==> src/rtl/freq_sel_pkg.sv <==
package freq_sel_pkg;
  localparam int HW_W  = 5;
  localparam int IDX_W = 6;
  localparam int CFG_W = 8;
  localparam int CFG_MODE_BIT = 3;

  // strap bits whose pin is active low
  localparam logic [HW_W-1:0] FS_INV_MASK = 5'b10010;
  // code seen with every strap pin floating high
  localparam logic [HW_W-1:0] FS_DFLT = 5'b01101;

  typedef struct packed {
    logic [HW_W-1:0] fs;
    logic            apic_half;
    logic            sio_24m;
  } strap_t;

  localparam strap_t STRAP_DFLT = '{fs: FS_DFLT, apic_half: 1'b1, sio_24m: 1'b1};

  function automatic logic [IDX_W-1:0] sw_code(input logic [CFG_W-1:0] cfg);
    return {cfg[1], cfg[2], cfg[7:4]};
  endfunction
endpackage

==> src/rtl/strap_window.sv <==
module strap_window #(
  parameter int WIN = 16
) (
  input  logic clk_i,
  input  logic rst_ni,
  output logic phase_o,
  output logic capture_o
);
  localparam int CW = (WIN > 1) ? $clog2(WIN) : 1;
  localparam logic [CW-1:0] LAST = CW'(WIN - 1);

  logic [CW-1:0] cnt_q;
  logic          phase_q;

  always_ff @(posedge clk_i or negedge rst_ni) begin
    if (!rst_ni) begin
      cnt_q   <= '0;
      phase_q <= 1'b1;
    end else if (phase_q) begin
      if (cnt_q == LAST) phase_q <= 1'b0;
      else               cnt_q   <= cnt_q + 1'b1;
    end
  end

  assign phase_o   = phase_q;
  assign capture_o = phase_q && (cnt_q == LAST);

  assert_window_closed_R1: assert property (@(posedge clk_i) disable iff (!rst_ni)
    !phase_q |=> !phase_q);
  assert_cnt_parked_R1: assert property (@(posedge clk_i) disable iff (!rst_ni)
    $fell(phase_q) |-> cnt_q == LAST);
endmodule

==> src/rtl/strap_latch.sv <==
module strap_latch
  import freq_sel_pkg::*;
(
  input  logic            clk_i,
  input  logic            rst_ni,
  input  logic            capture_i,
  input  logic [HW_W-1:0] pin_fs_i,
  input  logic            pin_apic_i,
  input  logic            pin_sio_i,
  output strap_t          straps_o
);
  logic [HW_W-1:0] fs_lvl;
  strap_t          q;

  for (genvar b = 0; b < HW_W; b++) begin : g_pol
    if (FS_INV_MASK[b]) begin : g_inv
      assign fs_lvl[b] = ~pin_fs_i[b];
    end else begin : g_dir
      assign fs_lvl[b] = pin_fs_i[b];
    end
  end

  always_ff @(posedge clk_i or negedge rst_ni) begin
    if (!rst_ni)        q <= STRAP_DFLT;
    else if (capture_i) q <= '{fs: fs_lvl, apic_half: pin_apic_i, sio_24m: pin_sio_i};
  end

  assign straps_o = q;

  assert_hold_after_capture_R3: assert property (@(posedge clk_i) disable iff (!rst_ni)
    !capture_i |=> $stable(q));
  assert_apic_sampled_R2: assert property (@(posedge clk_i) disable iff (!rst_ni)
    capture_i |=> q.apic_half == $past(pin_apic_i));
endmodule

==> src/rtl/idx_select.sv <==
module idx_select
  import freq_sel_pkg::*;
(
  input  logic             clk_i,
  input  logic             rst_ni,
  input  logic             phase_i,
  input  logic             sw_mode_i,
  input  logic [IDX_W-1:0] sw_idx_i,
  input  logic [HW_W-1:0]  hw_idx_i,
  output logic [IDX_W-1:0] idx_o,
  output logic             chg_o
);
  logic [IDX_W-1:0] idx_nxt, idx_q;
  logic             chg_q;

  assign idx_nxt = sw_mode_i ? sw_idx_i : {{(IDX_W-HW_W){1'b0}}, hw_idx_i};

  always_ff @(posedge clk_i or negedge rst_ni) begin
    if (!rst_ni) begin
      idx_q <= IDX_W'(FS_DFLT);
      chg_q <= 1'b0;
    end else if (phase_i) begin
      chg_q <= 1'b0;
    end else begin
      chg_q <= (idx_nxt != idx_q);
      idx_q <= idx_nxt;
    end
  end

  assign idx_o = idx_q;
  assign chg_o = chg_q;

  assert_hold_in_window_R7: assert property (@(posedge clk_i) disable iff (!rst_ni)
    phase_i |=> $stable(idx_q));
  assert_hw_upper_zero_R5: assert property (@(posedge clk_i) disable iff (!rst_ni)
    (!phase_i && !sw_mode_i) |=> idx_q[IDX_W-1] == 1'b0);
  assert_pulse_on_change_R8: assert property (@(posedge clk_i) disable iff (!rst_ni)
    chg_q |-> idx_q != $past(idx_q));
  assert_quiet_when_stable_R8: assert property (@(posedge clk_i) disable iff (!rst_ni)
    !chg_q |-> $stable(idx_q));
endmodule

==> src/rtl/freq_sel_ctrl.sv <==
module freq_sel_ctrl
  import freq_sel_pkg::*;
#(
  parameter int STRAP_WIN = 16
) (
  input  logic             clk_i,
  input  logic             rst_ni,
  input  logic [HW_W-1:0]  pin_fs_i,
  input  logic             pin_apic_i,
  input  logic             pin_sio_i,
  input  logic [CFG_W-1:0] cfg_sel_i,
  output logic [IDX_W-1:0] tbl_idx_o,
  output logic             apic_half_o,
  output logic             sio_24m_o,
  output logic             strap_phase_o,
  output logic             idx_chg_o
);
  logic   phase, capture;
  strap_t straps;
  logic   unused_cfg;

  assign unused_cfg = cfg_sel_i[0];

  strap_window #(.WIN(STRAP_WIN)) u_window (
    .clk_i, .rst_ni, .phase_o(phase), .capture_o(capture)
  );

  strap_latch u_latch (
    .clk_i, .rst_ni, .capture_i(capture),
    .pin_fs_i, .pin_apic_i, .pin_sio_i, .straps_o(straps)
  );

  idx_select u_sel (
    .clk_i, .rst_ni, .phase_i(phase),
    .sw_mode_i(cfg_sel_i[CFG_MODE_BIT]),
    .sw_idx_i(sw_code(cfg_sel_i)),
    .hw_idx_i(straps.fs),
    .idx_o(tbl_idx_o), .chg_o(idx_chg_o)
  );

  assign apic_half_o   = straps.apic_half;
  assign sio_24m_o     = straps.sio_24m;
  assign strap_phase_o = phase;

  assert_no_pulse_in_window_R8: assert property (@(posedge clk_i) disable iff (!rst_ni)
    phase |-> !idx_chg_o);
endmodule

==> config.mk <==
export PLATFORM = sky130hd
export DESIGN_NAME = freq_sel_ctrl
export DESIGN_NICKNAME = d
export VERILOG_FILES = /design/src/rtl/freq_sel_pkg.sv /design/src/rtl/strap_window.sv /design/src/rtl/strap_latch.sv /design/src/rtl/idx_select.sv /design/src/rtl/freq_sel_ctrl.sv
export SDC_FILE = /design/constraint.sdc
export NUM_CORES = 1
export LEC_CHECK = 0
export BUFFER_PORTS_ARGS = -buffer_cell sky130_fd_sc_hd__buf_2
export CAP_MARGIN = 20
export CORE_ASPECT_RATIO = 0.75
export CORE_UTILIZATION = 45
export DETAILED_ROUTE_END_ITERATION = 10
export PLACE_DENSITY = 0.71
export SLEW_MARGIN = 5
export SYNTH_ARGS = -nofsm -noshare
export SYNTH_HDL_FRONTEND = slang
export SYNTH_HIERARCHICAL = 1
export SYNTH_SLANG_ARGS = --single-unit
export TNS_END_PERCENT = 30
==> constraint.sdc <==
create_clock -name clk_i -period 1.9 [get_ports clk_i]
set_input_delay 0.38 -clock clk_i [delete_from_list [all_inputs] [get_ports clk_i]]
set_output_delay 0.38 -clock clk_i [all_outputs]
set_load 0.1 [all_outputs]
### After elaboration in Yosys (flattened, before gate mapping)

Index checks and enable logic that the tools add are counted.
Widths: inputs -> output; s select.

* flip-flop bits (word level): 19
* input bits: 17
* output and inout bits: 10
* logic and storage cells: 19

* add/subtract/negate cells: 1
* eq/ne operators: 2
* mux-type cells: 4
* bitwise operators: 3
* reductions and logical operators: 2

Operator list (number)
* $mux 6: 1
* $ne 6x6->1: 1
* $add 4x1->4 const B: 1
* $eq 4x4->1 const B: 1
* $mux 1: 3
* $not 1->1: 3
* $reduce_and 2->1: 1
* $logic_and 1x1->1: 1

### Logic depth before layout (Yosys ltp)

* depth in word-level cells: 3
* mapped depth: 6
* gate-level depth less buffers: 5

### Hierarchy

The synthesis kept the hierarchy.

Modules (own cells, without submodules)
* idx_select: instances 1, cells each 39, area an instance 415.4 µm², seq. area each 178.9 µm²
* strap_latch: instances 1, cells each 17, area an instance 290.3 µm², seq. area each 181.4 µm²
* strap_window: instances 1, cells each 23, area an instance 249.0 µm², seq. area each 126.4 µm²

### Least setup slack after synthesis

No wires, ideal clock.

* path kind: reg-to-reg
* start point: reg u_sel.idx_q[1] (netlist: u_sel/idx_o[1])
* end point: reg u_sel.chg_q (netlist: u_sel/chg_o)
* setup time: 0.119 ns
* arrival time: 1.545 ns
* data required time: 1.781 ns
* setup slack: 0.236 ns
* cell stages (with the launch flop): 5
* buffers on the path: 0
* period minus slack after synthesis: 1.664 ns
* cell sequence: dfrtp_1 > xor2_1 > o22ai_1 > mux2i_1 > o21ba_1

* word-level cells in the longest chain between the ends: 2

Ends and longest elaborated chain
* start: declaration: line idx_select.sv:13 `logic [IDX_W-1:0] idx_nxt, idx_q;`
* start signal: assignment: line idx_select.sv:20 `idx_q <= IDX_W'(FS_DFLT);`
* start signal: assignment: line idx_select.sv:26 `idx_q <= idx_nxt;`
* $ne 6x6->1: line idx_select.sv:25 `chg_q <= (idx_nxt != idx_q);`
* $mux 1: line idx_select.sv:22 `end else if (phase_i) begin`
* end signal: assignment: line idx_select.sv:25
* end: declaration: line idx_select.sv:14 `logic chg_q;`

No other way between the ends.
A chain may end at the register's enable or synchronous reset.

### Worst setup path in the final report

* start point: reg u_window.phase_q (netlist: u_window/phase_o)
* end point: out strap_phase_o

RTL lines
* start: declaration: line strap_window.sv:13 `logic phase_q;`
* start signal: assignment: line strap_window.sv:18 `phase_q <= 1'b1;`
* start signal: assignment: line strap_window.sv:20 `if (cnt_q == LAST) phase_q <= 1'b0;`
* end: declaration: line freq_sel_ctrl.sv:15 `output logic strap_phase_o,`

No word-level cell between the ends.

==> run summary <==
Num Clock Sinks -> 19
Compound-gate portion of the synthesized area -> 6.03%
Seq. cell area -> 487 sq um
Syn. warnings -> 6
Die Width -> 55.2 um
Minimum clock period -> 1.74 ns
Worst-path clk slew -> 0.11 ns
Overflow after GRT -> 0
RSZ-0062 raised after global routing -> no
Post-Syn Area -> 955 sq um
Layout cells sized above 1 -> 41.1%
Main combinational cell family by area after synthesis -> multiplexers
Mux share of post-synthesis cell area -> 20.6%
Die Area -> 2310 sq um
Num CTS Buffers -> 3
CP top delay family -> flip-flops
Cell taking the most area after synthesis -> dfrtp_1
Pwr dens -> 666 nW/um^2
Die height -> 41.9 um
Clock Skews -> 0.00310 ns
Global-route wire length before repair -> 2750 um
Vias/cell -> 5.16
Post-synth EDFFs -> 0
Final Hold Vio Count -> 0
Design Area, Final -> 1120 sq um
Core area -> 2000 sq um
Worst path max stage delay -> 0.62 ns
Tcrit/Tclk final -> 91.8%
Clock Latency Late Sink -> 0.29 ns
Synth Area in XOR/XNOR -> 5.50%
DRT Pass-1 Iters -> 4
Post-Place Setup Slack -> 0.272 ns
CP max-delay cell -> dfstp_2
DP Area -> 1100 sq um
Initial Util -> 47.8%
Critical path, cell by cell -> buf_2
Post-CTS Repair Setup Buffers -> 0
Post-synth top area share -> 26.2%
Largest net degree at the start of global routing -> 20
Average size of a mapped cell -> 12.1 sq um
Synth area leaders -> dfrtp_1, dfstp_2, mux2i_1
Simple-Gate Fraction of Synth Area -> 10.9%
Crit-path max FO -> 7
Syn_nets -> 97
DRT iter0 DRCs -> 11
Number of port buffers -> 25
CP required -> 1.52 ns
PnR worst setup slack -> 0.155 ns
Multi-input gate area -> 423 sq um
TritonCTS clock tree -> yes
Status -> finished clean
Area growth from synthesis to layout -> 17.8%
H-tree depth -> 1
Gpl congestion -> 0.663
MaxCap Viol Count -> 0
Ys flop type -> dfrtp_1
Hold Crit Class -> in -> async
Post-synthesis adder-cell area fraction -> 1.31%
Final design utilization -> 56.3%
Routed wire per std cell -> 12.9 um
Initial antenna violation count -> 0
Max-slew violations -> 0
Drt total wl -> 1690 um
Final setup TNS -> 0 ns
Critical path capture point type -> output port
CP arrival -> 1.36 ns
Pwr Total -> 0.749 mW
Count leader, synth -> mux2i_1
Slew margin rel. -> 67.9%
Worst-Margin Slew -> 0.485 ns
Post-synthesis register bit count -> 19
Clock Tree Root -> clkbuf_4
Hold Buf Count CTS -> 0
Total number of vias -> 676
Synth async-reset ratio -> 100%
Post-Syn Instances -> 79
Layout Nets -> 126
Fillers -> 203
CP bufs+invs -> 1
Remaining antenna violation count -> 0
I/O pin cnt -> 27
Seq/Total Area, Yosys -> 51.0%
Max clock buf depth -> 2
# diodes -> 0
Final setup viols -> 0
Critical path class -> reg -> out
Worst VDD drop -> 0.469 mV
Fmax -> 0.573 GHz
Synth cell types -> 25
Number of global-route vias before repair -> 656
Leakage -> 0.518 nW
Startpoint class of the critical path -> register
Post_cts resized -> 0
Row Count -> 14
# DRC -> 0
Detailed Place HPWL -> 1240 um
Total track usage -> 17.5%
Synth cell count leaders -> mux2i_1, dfrtp_1, dfstp_2, mux2_4, nand2b_1
## state kept, by name (all words and copies together) (netlist names)
register	flops
u_latch/straps_o	7
u_sel/chg_o	1
u_sel/idx_o	6
u_window/cnt_q	4
u_window/phase_o	1
## per-stage QoR
step | std cells | hold WS [ns]
5_1_grt | 131 | 0.00374
6_report | 131 | 0.00254
2_1_floorplan | 79 | 0.0844
3_3_place_gp | 127 | 0.337
3_5_place_dp | 127 | 0.348
4_1_cts | 131 | 0.0113
## per-layer routing
| metal | GRT usage [%] | wire length (um) | part of all wire, % |
|---|---|---|---|
| met4 | 6.00 | 12 | 0.71 |
| met2 | 27.0 | 782 | 46 |
| met3 | 8.06 | 117 | 6.9 |
| met5 | 0 | 0 | 0 |
| met1 | 21.3 | 775 | 46 |
## placed cells by master (no fill, tap or decap)
cell type | Yosys | routed
nor2b_1 | 2 | 2
mux2i_1 | 11 | 11
buf_2 | 0 | 25
clkbuf_4 | 0 | 3
nand2_1 | 4 | 4
inv_1 | 4 | 4
clkinv_1 | 1 | 1
o211ai_1 | 2 | 2
o21ba_1 | 1 | 1
o22ai_1 | 1 | 1
nor2_1 | 2 | 2
nand4_1 | 4 | 4
and3_1 | 1 | 1
dfstp_2 | 9 | 9
clkbuf_1 | 1 | 1
and2_1 | 1 | 1
a31oi_1 | 1 | 1
ha_1 | 1 | 1
a21oi_1 | 2 | 2
mux2_4 | 5 | 5
xor2_1 | 2 | 2
nand2b_1 | 5 | 5
xnor2_1 | 4 | 4
buf_4 | 0 | 2
mux2_1 | 1 | 1
o21ai_1 | 2 | 2
dfrtp_1 | 10 | 10
## power by group
part           internal (mW)  total, mW  switching [mW]
sequential             0.415      0.420         0.00450
combinational         0.0339      0.125          0.0916
clock                 0.0817      0.204           0.122
## cell families (layout without fill, tap and decap cells)
family          Yosys count  after routing
flops                    19             19
buf+inv                   8             36
simple gates             19             19
compound gates            9              9
mux                      17             17
xor+xnor                  6              6
fa+ha+maj                 1              1
## worst paths after layout
check / slack [ns] / end / cells after the start / from
setup / recovery: 0.16 / strap_phase_o / 1 / u_window/phase_o
hold / removal: 0.003 / u_window/cnt_q[2] / 1 / rst_ni
min in group clk_i: 0.25 / u_latch/straps_o[6] / 2 / pin_fs_i[4]
max in group asynchronous: 1.56 / u_latch/straps_o[2] / 1 / rst_ni
setup reg to reg: 0.25 / u_latch/straps_o[4] / 5 / u_window/cnt_q[0]
hold reg to reg: 0.51 / u_sel/idx_o[2] / 2 / u_sel/idx_o[2]
## final cells by class
class	count	area share [%]
flip-flops and latches	19	43.3
multi-input cells	52	37.6
repair buffers	27	12.5
well taps	24	2.67
clock buffers	4	2.34
inverters	5	1.67
Power figures use the tool's default switching activity.
